===== config.mk =====
export PLATFORM = sky130hd
export DESIGN_NAME = canbus_idle_integrator
export DESIGN_NICKNAME = d
export VERILOG_FILES = /design/src/rtl/canint_pkg.sv /design/src/rtl/canint_entry.sv /design/src/rtl/canint_edge_filter.sv /design/src/rtl/canint_bit_counter.sv /design/src/rtl/canbus_idle_integrator.sv
export SDC_FILE = /design/constraint.sdc
export NUM_CORES = 1
export LEC_CHECK = 0
export BUFFER_PORTS_ARGS = -buffer_cell sky130_fd_sc_hd__buf_2
export CORE_MARGIN = 1
export CORE_UTILIZATION = 35
export CTS_CLUSTER_SIZE = 14
export DETAILED_ROUTE_END_ITERATION = 6
export PLACE_DENSITY = 0.61
export SLEW_MARGIN = 20
export SYNTH_ARGS = -nofsm -noshare
export SYNTH_HDL_FRONTEND = slang
export SYNTH_SLANG_ARGS = --single-unit

===== constraint.sdc =====
create_clock -name clk -period 1.54 [get_ports clk]
set_clock_uncertainty 0.2 [all_clocks]
set_input_delay 0.077 -clock clk [delete_from_list [all_inputs] [get_ports clk]]
set_output_delay 0.077 -clock clk [all_outputs]
set_load 0.1 [all_outputs]

===== src/rtl/canint_pkg.sv =====
package canint_pkg;

  typedef enum logic [1:0] {
    PH_OFF   = 2'd0,
    PH_INTEG = 2'd1,
    PH_IDLE  = 2'd2
  } phase_e;

  // Phase successor: abort beats entry, entry beats completion.
  function automatic phase_e phase_step(phase_e cur, logic abort, logic enter, logic finish);
    phase_e nxt;
    nxt = cur;
    if (abort)       nxt = PH_OFF;
    else if (enter)  nxt = PH_INTEG;
    else if (finish) nxt = PH_IDLE;
    return nxt;
  endfunction

endpackage


===== src/rtl/canint_entry.sv =====
module canint_entry (
  input  logic clk,
  input  logic rst_n,
  input  logic init_ctl,
  input  logic pex_pulse,
  input  logic pex_dis,
  output logic enter,
  output logic abort
);
  logic init_q;

  always_ff @(posedge clk or negedge rst_n) begin
    if (!rst_n) init_q <= 1'b1;
    else        init_q <= init_ctl;
  end

  assign abort = init_ctl;
  assign enter = !init_ctl && (init_q || (pex_pulse && !pex_dis));
endmodule


===== src/rtl/canint_edge_filter.sv =====
module canint_edge_filter #(
  parameter int FILT_TQ = 2
) (
  input  logic clk,
  input  logic rst_n,
  input  logic active,
  input  logic clear,
  input  logic rx,
  input  logic tq_tick,
  input  logic sp_tick,
  output logic raw_fall,
  output logic dom_hit,
  output logic filt_edge,
  output logic edge_pend
);
  localparam int RUN_W = $clog2(FILT_TQ + 1);
  localparam logic [RUN_W-1:0] RUN_MAX = RUN_W'(FILT_TQ);
  localparam logic [RUN_W-1:0] RUN_ARM = RUN_W'(FILT_TQ - 1);

  logic             rx_q;
  logic [RUN_W-1:0] run_q;
  logic             hit_q;
  logic             pend_q;

  always_ff @(posedge clk or negedge rst_n) begin
    if (!rst_n) rx_q <= 1'b1;
    else        rx_q <= rx;
  end

  assign raw_fall  = rx_q & ~rx;
  assign filt_edge = active & tq_tick & ~rx & (run_q == RUN_ARM);

  // length of the current dominant run in quanta, saturating
  always_ff @(posedge clk or negedge rst_n) begin
    if (!rst_n)                run_q <= '0;
    else if (clear || !active) run_q <= '0;
    else if (tq_tick) begin
      if (rx)                  run_q <= '0;
      else if (run_q != RUN_MAX) run_q <= run_q + 1'b1;
    end
  end

  // confirmed dominant run seen since the last sample point
  always_ff @(posedge clk or negedge rst_n) begin
    if (!rst_n)                hit_q <= 1'b0;
    else if (clear || !active) hit_q <= 1'b0;
    else if (sp_tick)          hit_q <= 1'b0;
    else if (filt_edge)        hit_q <= 1'b1;
  end

  // raw falling edge inside the current quantum
  always_ff @(posedge clk or negedge rst_n) begin
    if (!rst_n)                pend_q <= 1'b0;
    else if (clear || !active) pend_q <= 1'b0;
    else if (raw_fall)         pend_q <= 1'b1;
    else if (tq_tick)          pend_q <= 1'b0;
  end

  assign dom_hit   = hit_q | filt_edge;
  assign edge_pend = pend_q | raw_fall;
endmodule


===== src/rtl/canint_bit_counter.sv =====
module canint_bit_counter #(
  parameter int IDLE_BITS = 11,
  parameter int CNT_W     = 4
) (
  input  logic clk,
  input  logic rst_n,
  input  logic clear,
  input  logic run,
  input  logic bit_dom,
  output logic finish
);
  localparam logic [CNT_W-1:0] CNT_LAST = CNT_W'(IDLE_BITS - 1);
  localparam logic [CNT_W-1:0] CNT_TOP  = {CNT_W{1'b1}};

  logic [CNT_W-1:0] cnt_q;

  always_ff @(posedge clk or negedge rst_n) begin
    if (!rst_n)     cnt_q <= '0;
    else if (clear) cnt_q <= '0;
    else if (run) begin
      if (bit_dom)              cnt_q <= '0;
      else if (cnt_q != CNT_TOP) cnt_q <= cnt_q + 1'b1;
    end
  end

  assign finish = run && !bit_dom && (cnt_q == CNT_LAST);
endmodule


===== src/rtl/canbus_idle_integrator.sv =====
module canbus_idle_integrator
  import canint_pkg::*;
#(
  parameter int IDLE_BITS = 11,
  parameter int FILT_TQ   = 2
) (
  input  logic clk,
  input  logic rst_n,
  input  logic rx_line,
  input  logic tq_tick,
  input  logic sp_tick,
  input  logic init_ctl,
  input  logic pex_pulse,
  input  logic pex_dis,
  input  logic efilt_en,
  output logic integrating,
  output logic integ_done,
  output logic bus_idle,
  output logic sof_edge
);
  localparam int CNT_W = $clog2(IDLE_BITS + 1);

  phase_e phase_q;
  logic   flt_on_q;
  logic   done_q;
  logic   sof_q;
  logic   sof_d;

  logic enter, abort, clear;
  logic flt_active;
  logic raw_fall, dom_hit, filt_edge, edge_pend;
  logic run, bit_dom, finish;

  canint_entry u_entry (
    .clk      (clk),
    .rst_n    (rst_n),
    .init_ctl (init_ctl),
    .pex_pulse(pex_pulse),
    .pex_dis  (pex_dis),
    .enter    (enter),
    .abort    (abort)
  );

  assign clear      = enter | abort;
  assign flt_active = (phase_q == PH_INTEG) && flt_on_q;

  canint_edge_filter #(.FILT_TQ(FILT_TQ)) u_filt (
    .clk      (clk),
    .rst_n    (rst_n),
    .active   (flt_active),
    .clear    (clear),
    .rx       (rx_line),
    .tq_tick  (tq_tick),
    .sp_tick  (sp_tick),
    .raw_fall (raw_fall),
    .dom_hit  (dom_hit),
    .filt_edge(filt_edge),
    .edge_pend(edge_pend)
  );

  assign run     = (phase_q == PH_INTEG) && sp_tick && !clear;
  assign bit_dom = flt_active ? dom_hit : !rx_line;

  canint_bit_counter #(.IDLE_BITS(IDLE_BITS), .CNT_W(CNT_W)) u_cnt (
    .clk    (clk),
    .rst_n  (rst_n),
    .clear  (clear),
    .run    (run),
    .bit_dom(bit_dom),
    .finish (finish)
  );

  always_comb begin
    sof_d = 1'b0;
    if (!clear) begin
      if (flt_active)           sof_d = filt_edge | (finish & edge_pend);
      else if (phase_q != PH_OFF) sof_d = raw_fall;
    end
  end

  always_ff @(posedge clk or negedge rst_n) begin
    if (!rst_n) begin
      phase_q  <= PH_OFF;
      flt_on_q <= 1'b0;
      done_q   <= 1'b0;
      sof_q    <= 1'b0;
    end else begin
      phase_q <= phase_step(phase_q, abort, enter, finish);
      if (abort)      flt_on_q <= 1'b0;
      else if (enter) flt_on_q <= efilt_en;
      done_q <= finish && !clear;
      sof_q  <= sof_d;
    end
  end

  assign integrating = (phase_q == PH_INTEG);
  assign bus_idle    = (phase_q == PH_IDLE);
  assign integ_done  = done_q;
  assign sof_edge    = sof_q;
endmodule


==> results.cfg, run 1 <==
[outcome]
status = finished with violations
failed_checks = negative setup slack

[synth]
synth_cells = 85
synthesis.area_um2 = 847
synth_edf_count = 0
ys_warn_count = 0
synth-main-ff-cell = dfrtp_1
yosysSeqAreaShare_pct = 44.6
async_reset_ff_share_pct = 100
synthesis.nets = 98
synth_seq_cells = 15
synth_cell_types = 32
syn_avg_cell_area_um2 = 9.97

[cells_and_area]
stdcell_area_um2 = 1280
fillers = 219
final_common_cell = dfrtp_1
layout-drive-gt1-share_pct = 49.6
area_delta_synth_final_pct = 50.8
final_cell_mix = 11 x dfrtp_1, 10 x buf_2, 9 x nor2_1, 8 x buf_4, 7 x dlygate4sd3_1
fin_cells = 147
diodes = 0
num-nets-final = 133

[timing]
maxSlewHeadroom_pct = 68.0
setup-violations-final = 5
period_minus_slack_ns = 1.60
slew_viol_final = 0
worstMarginPinSlew_ns = 0.483
setup_slack_ns = -0.0602
max_freq_mhz = 625
tns_ns = -0.212
fin_crit_sh_pct = 104
rsz0062_at_grt = true
hold_violations = 0

[floorplanning]
die_w_um = 51.2
row_count = 17
ios = 13
core_um2 = 2250
initial_core_util_pct = 37.6
die_area_um2 = 2620
fp.dieH_um = 51.2

[drt]
drt_iter0_drc = 5
dr.pass1.iters = 4
drtAntennaViolNets = 0
wl_per_cell_um = 12.7
wl_mm = 1.86
post-route-drc-count = 0
vias_per_cell = 4.94
vias = 726

[grt]
grtUsageTotal_pct = 17.2
grt_pass1_wl_mm = 3.24
antenna_found_initial = 0
grt_pass1_vias = 757
grt_max_degree = 16
grt_overflow = 0

[critical_path]
regToRegStartpoint = u_filt.run_q[0]
reg2reg_slack_ns = -0.06
startpoint = u_filt.run_q[0]
reg2regPathDepth = 5
crit_chain = ha_2, and3b_4, o22ai_4, o21ai_4, a311oi_2
worstSetupEndpoint = u_cnt.cnt_q[2]
cp_max_fo = 4
path_class = reg2reg
crit_family = compound AO/OA/AOI/OAI gates
path_buf_inv = 0
cp-start-kind = register
slowest_delay_ns = 0.41
crit_path_end_kind = register
cp.depth = 5
cp.arrival_ns = 1.60
cp_slowest_cell = dfrtp_1
r2r-end = u_cnt.cnt_q[2]
crit_required_ns = 1.54

[pwr]
cellPowerDensity_nw_per_um2 = 620
ir_drop_uv = 459
leakage_uw = 0.000565
power.total_uw = 792

[clock_tree]
clockBufferDepth = 2
clockRootBuffer = clkbuf_4
cts-htree-levels = 1
clock_latency_ns = 0.29
cts_tree = built
numCtsBuffers = 3
path_clk_slew_ns = 0.09
cts.sinks = 15

[worst_hold_path]
hold_path_class = in2async

[placement]
dpl.hpwl_mm = 1.29
place_area_um2 = 1070
port_buffers = 12
dpl.cell_count = 135
place_congestion = 0.767
place_ws_ns = -0.0421

[job]
cap_violations = 0
-- power by group --
| part | internal [µW] | leakage [µW] | switching, µW |
|---|---|---|---|
| Combinational | 69.3 | 0.000351 | 81.1 |
| Clock | 96.5 | 0.0000177 | 129 |
| Sequential | 405 | 0.000197 | 11.2 |
-- how the worst min path moves through the flow --
stage / startpoint / end / slack [ns] / cells after the start
after floorplan: rst_n / flt_on_q / -0.42 / 0
after global placement: rst_n / sof_edge / -0.19 / 1
after detailed placement: rst_n / flt_on_q / -0.19 / 1
after CTS: rst_n / phase_q[0] / 0.02 / 2
after global routing: rst_n / phase_q[0] / 0.04 / 2
final: rst_n / phase_q[0] / 0.02 / 2
-- per-layer routing --
| metal | share of wire [%] | global-route usage (%) | vias to the layer above |
|---|---|---|---|
| li1 | - | - | 371 |
| met1 | 45 | 20.3 | 344 |
| met2 | 51 | 28.7 | 9 |
| met3 | 3.2 | 6.55 | 2 |
| met4 | 0.59 | 5.09 | 0 |
| met5 | 0 | 0 | - |
-- sequential cells by signal (all words and copies together) (netlist names) --
signal / cells
u_filt.pend_q: 1
u_filt.run_q: 2
u_entry.init_q: 1
u_filt.rx_q: 1
integ_done: 1
u_filt.hit_q: 1
sof_edge: 1
phase_q: 2
u_cnt.cnt_q: 4
flt_on_q: 1
-- through the flow --
step	hold slack [ns]	util, %
after global placement	-0.192	47.4
after CTS	0.0198	52.7
after detailed placement	-0.192	47.4
final	0.0157	56.7
after global routing	0.0363	56.7
after floorplan	-0.419	-
-- what timing repair did --
item	CTS	global route
hold endpoints to repair	24	0
hold buffers	7	0
setup endpoints to repair	4	12
resized for setup	3	17
setup buffers	0	1
pin swaps	4	7
-- synthesized netlist by cell type, types with 2 or more instances --
library cell	n	area, µm²
a21oi_1	7	35.0
a2bb2oi_1	2	17.5
and2b_2	3	26.3
and3b_4	2	25.0
dfrtp_1	13	325
dfstp_2	2	52.6
ha_1	4	50.1
inv_1	5	18.8
nand2_1	6	22.5
nand2b_1	2	12.5
nand3_1	3	15.0
nor2_1	10	37.5
nor2b_1	3	18.8
nor3_1	2	10.0
nor3b_1	2	15.0
o21ai_0	2	10.0
o21ai_1	2	10.0
-- worst register-to-register path, stage by stage, from the launching register on --
cell	delay, ns
dfrtp_1	0.41
ha_2	0.18
and3b_4	0.18
o22ai_4	0.20
o21ai_4	0.11
a311oi_2	0.24
-- kinds of logic after synthesis --
family / after synthesis / share of synthesized area, %
adder cells (fa/ha/maj): 4 / 5.91
buffers and inverters: 5 / 2.22
XOR/XNOR: 1 / 1.03
AO/OA/AOI/OAI: 20 / 15.8
AND/OR/NAND/NOR: 40 / 30.4
flip-flops: 15 / 44.6
-- area by class of cell --
class / instances / area (µm²) / share of cell area [%]
sequential: 15 / 380 / 29.8
multi-input combinational: 65 / 562 / 44.0
timing repair buffer: 30 / 254 / 19.9
inverter: 5 / 18.8 / 1.47
clock buffer: 3 / 22.5 / 1.76
clock inverter: 1 / 5.00 / 0.392
tap: 28 / 35.0 / 2.74
Power figures use the tool's default switching activity.
==> run 2, diff against run 1 <==
==> constraint.sdc (replaced) <==
create_clock -name clk -period 1.54 [get_ports clk]
set_clock_uncertainty 0.2 [all_clocks]
set_input_delay 0.154 -clock clk [delete_from_list [all_inputs] [get_ports clk]]
set_output_delay 0.154 -clock clk [all_outputs]
set_load 0.1 [all_outputs]
==> run 2 against run 1 <==
The run still ends with negative setup slack left. Count of clock-buffer cells in the layout unchanged. Flip-flop and latch count unchanged. Final area up 1.7%. Combinational power up 7%. Worst setup slack worse by 0.014 ns. Clock power about the same. Critical path type unchanged. Critical endpoint is now sof_edge.
==> results.cfg, run 2 (same netlist as run 1, synthesis figures left out) <==
[grt]
antenna_found_initial = 0
grt_pass1_vias = 779
grtUsageTotal_pct = 17.3
grt_pass1_wl_mm = 3.31
grt_max_degree = 16
grt_overflow = 0

[outcome]
status = finished with violations
failed_checks = negative setup slack

[critical_path]
cp_max_fo = 5
crit_required_ns = 1.55
cp.arrival_ns = 1.63
path_class = reg2reg
crit_path_end_kind = register
startpoint = phase_q[1]
cp-start-kind = register
regToRegStartpoint = phase_q[1]

[timing]
slew_viol_final = 0
period_minus_slack_ns = 1.61
worstMarginPinSlew_ns = 0.483
maxSlewHeadroom_pct = 68.0
setup_slack_ns = -0.0741
setup-violations-final = 6
fin_crit_sh_pct = 105
hold_violations = 0
holdWs_ns = 0.0602
max_freq_mhz = 620
rsz0062_at_grt = true

[cells_and_area]
area_delta_synth_final_pct = 53.3
largest_register_ffs = 4
layout-drive-gt1-share_pct = 49.6
stdcell_area_um2 = 1300
max_flop_register = u_cnt.cnt_q
final_cell_mix = 13 x dfrtp_1, 12 x buf_4, 10 x buf_2, 8 x nor2_1, 6 x dlygate4sd3_1
diodes = 0
reg_top3 = u_cnt.cnt_q (4), phase_q (2), u_filt.run_q (2)
final_common_cell = dfrtp_1
num-nets-final = 137
fillers = 194

[placement]
place_area_um2 = 1080
place_congestion = 0.772
port_buffers = 12
dpl.hpwl_mm = 1.29

[clock_tree]
clock_latency_ns = 0.28
numCtsBuffers = 3
path_clk_slew_ns = 0.09
cts_tree = built
clockRootBuffer = clkbuf_4
cts.sinks = 15
clockBufferDepth = 2
cts-htree-levels = 1

[pwr]
pwr-share-comb_pct = 20.2
power_frac_seq_pct = 51.8
switchingPower_uw = 222
leakage_uw = 0.000594
power.total_uw = 798
ir_drop_uv = 321
sw_frac_of_total_pct = 27.8
clock_power_share_pct = 28.1
cellPowerDensity_nw_per_um2 = 615
p_int_uw = 576

[drt]
dr.pass1.iters = 4
drtAntennaViolNets = 0
wl_per_cell_um = 13.1
wl_mm = 1.98
vias_per_cell = 5.11
post-route-drc-count = 0
vias = 772
drt_iter0_drc = 7

[floorplanning]
ios = 13
die_w_um = 51.2
initial_core_util_pct = 37.6
core_um2 = 2250
die_area_um2 = 2620
fp.dieH_um = 51.2
row_count = 17

[job]
cap_violations = 0

[worst_hold_path]
hold_path_class = in2reg
hp-start = rx_line
run 2: worst max-delay path, cell delays in order, from the launching register on:
cell      delay (ns)
dfrtp_1         0.43
and3b_4         0.34
nand4b_4        0.11
or3_4           0.34
a21oi_2         0.13
run 2: per-stage QoR:
step | setup TNS (ns) | worst slack, ns | util, % | instances
CTS | -0.255 | -0.0575 | 54.4 | 150
global route | -0.912 | -0.154 | 57.6 | 151
detailed placement | -0.0476 | -0.0432 | 47.8 | 136
global placement | -0.0111 | -0.0111 | 47.8 | 136
finish | -0.321 | -0.0741 | 57.6 | 151
floorplan | -0.00409 | -0.00330 | - | 85
run 2: per-layer routing:
layer | wire length (µm) | vias up | part of all wire (%) | GRT usage, %
met4 | 29 | 0 | 1.5 | 6.94
li1 | - | 377 | - | -
met1 | 838 | 377 | 42 | 21.2
met5 | 0 | - | 0 | 0
met3 | 59 | 4 | 3.0 | 3.57
met2 | 1050 | 14 | 53 | 29.4
run 2: cell type report:
class / count / area [µm²] / share of cell area (%)
Inverter: 5 / 21.3 / 1.64
Tap cell: 28 / 35.0 / 2.70
Multi-Input combinational cell: 65 / 551 / 42.4
Sequential cell: 15 / 378 / 29.1
Clock buffer: 3 / 22.5 / 1.73
Timing Repair Buffer: 34 / 287 / 22.1
Clock inverter: 1 / 5.00 / 0.385
run 2: path summary, 6_finish.rpt:
| check | end | slack, ns | depth (start not counted) |
|---|---|---|---|
| max in group asynchronous | u_entry.init_q | 0.74 | 2 |
| min in group asynchronous | u_cnt.cnt_q[0] | 0.10 | 2 |
| hold reg to reg | u_filt.pend_q | 0.35 | 2 |
| setup reg to reg | sof_edge | -0.07 | 4 |
| setup / recovery | sof_edge | -0.07 | 4 |
| hold / removal | u_filt.pend_q | 0.06 | 3 |
run 2: power by group through the flow:
stage	combinational [µW]	clock (µW)	sequential, µW
2_1_floorplan	67.7	0	424
6_report	161	224	413
3_5_place_dp	124	0	421
3_3_place_gp	123	0	421
5_1_grt	174	263	415
4_1_cts	149	238	413
run 2: what timing repair did:
item	in CTS	in global routing
endpoints found under the setup margin	7	15
setup buffers	3	1
pin swaps	5	6
hold buffers	7	0
endpoints found under the hold margin	20	0
gates cloned	0	0
gates resized for setup	6	15
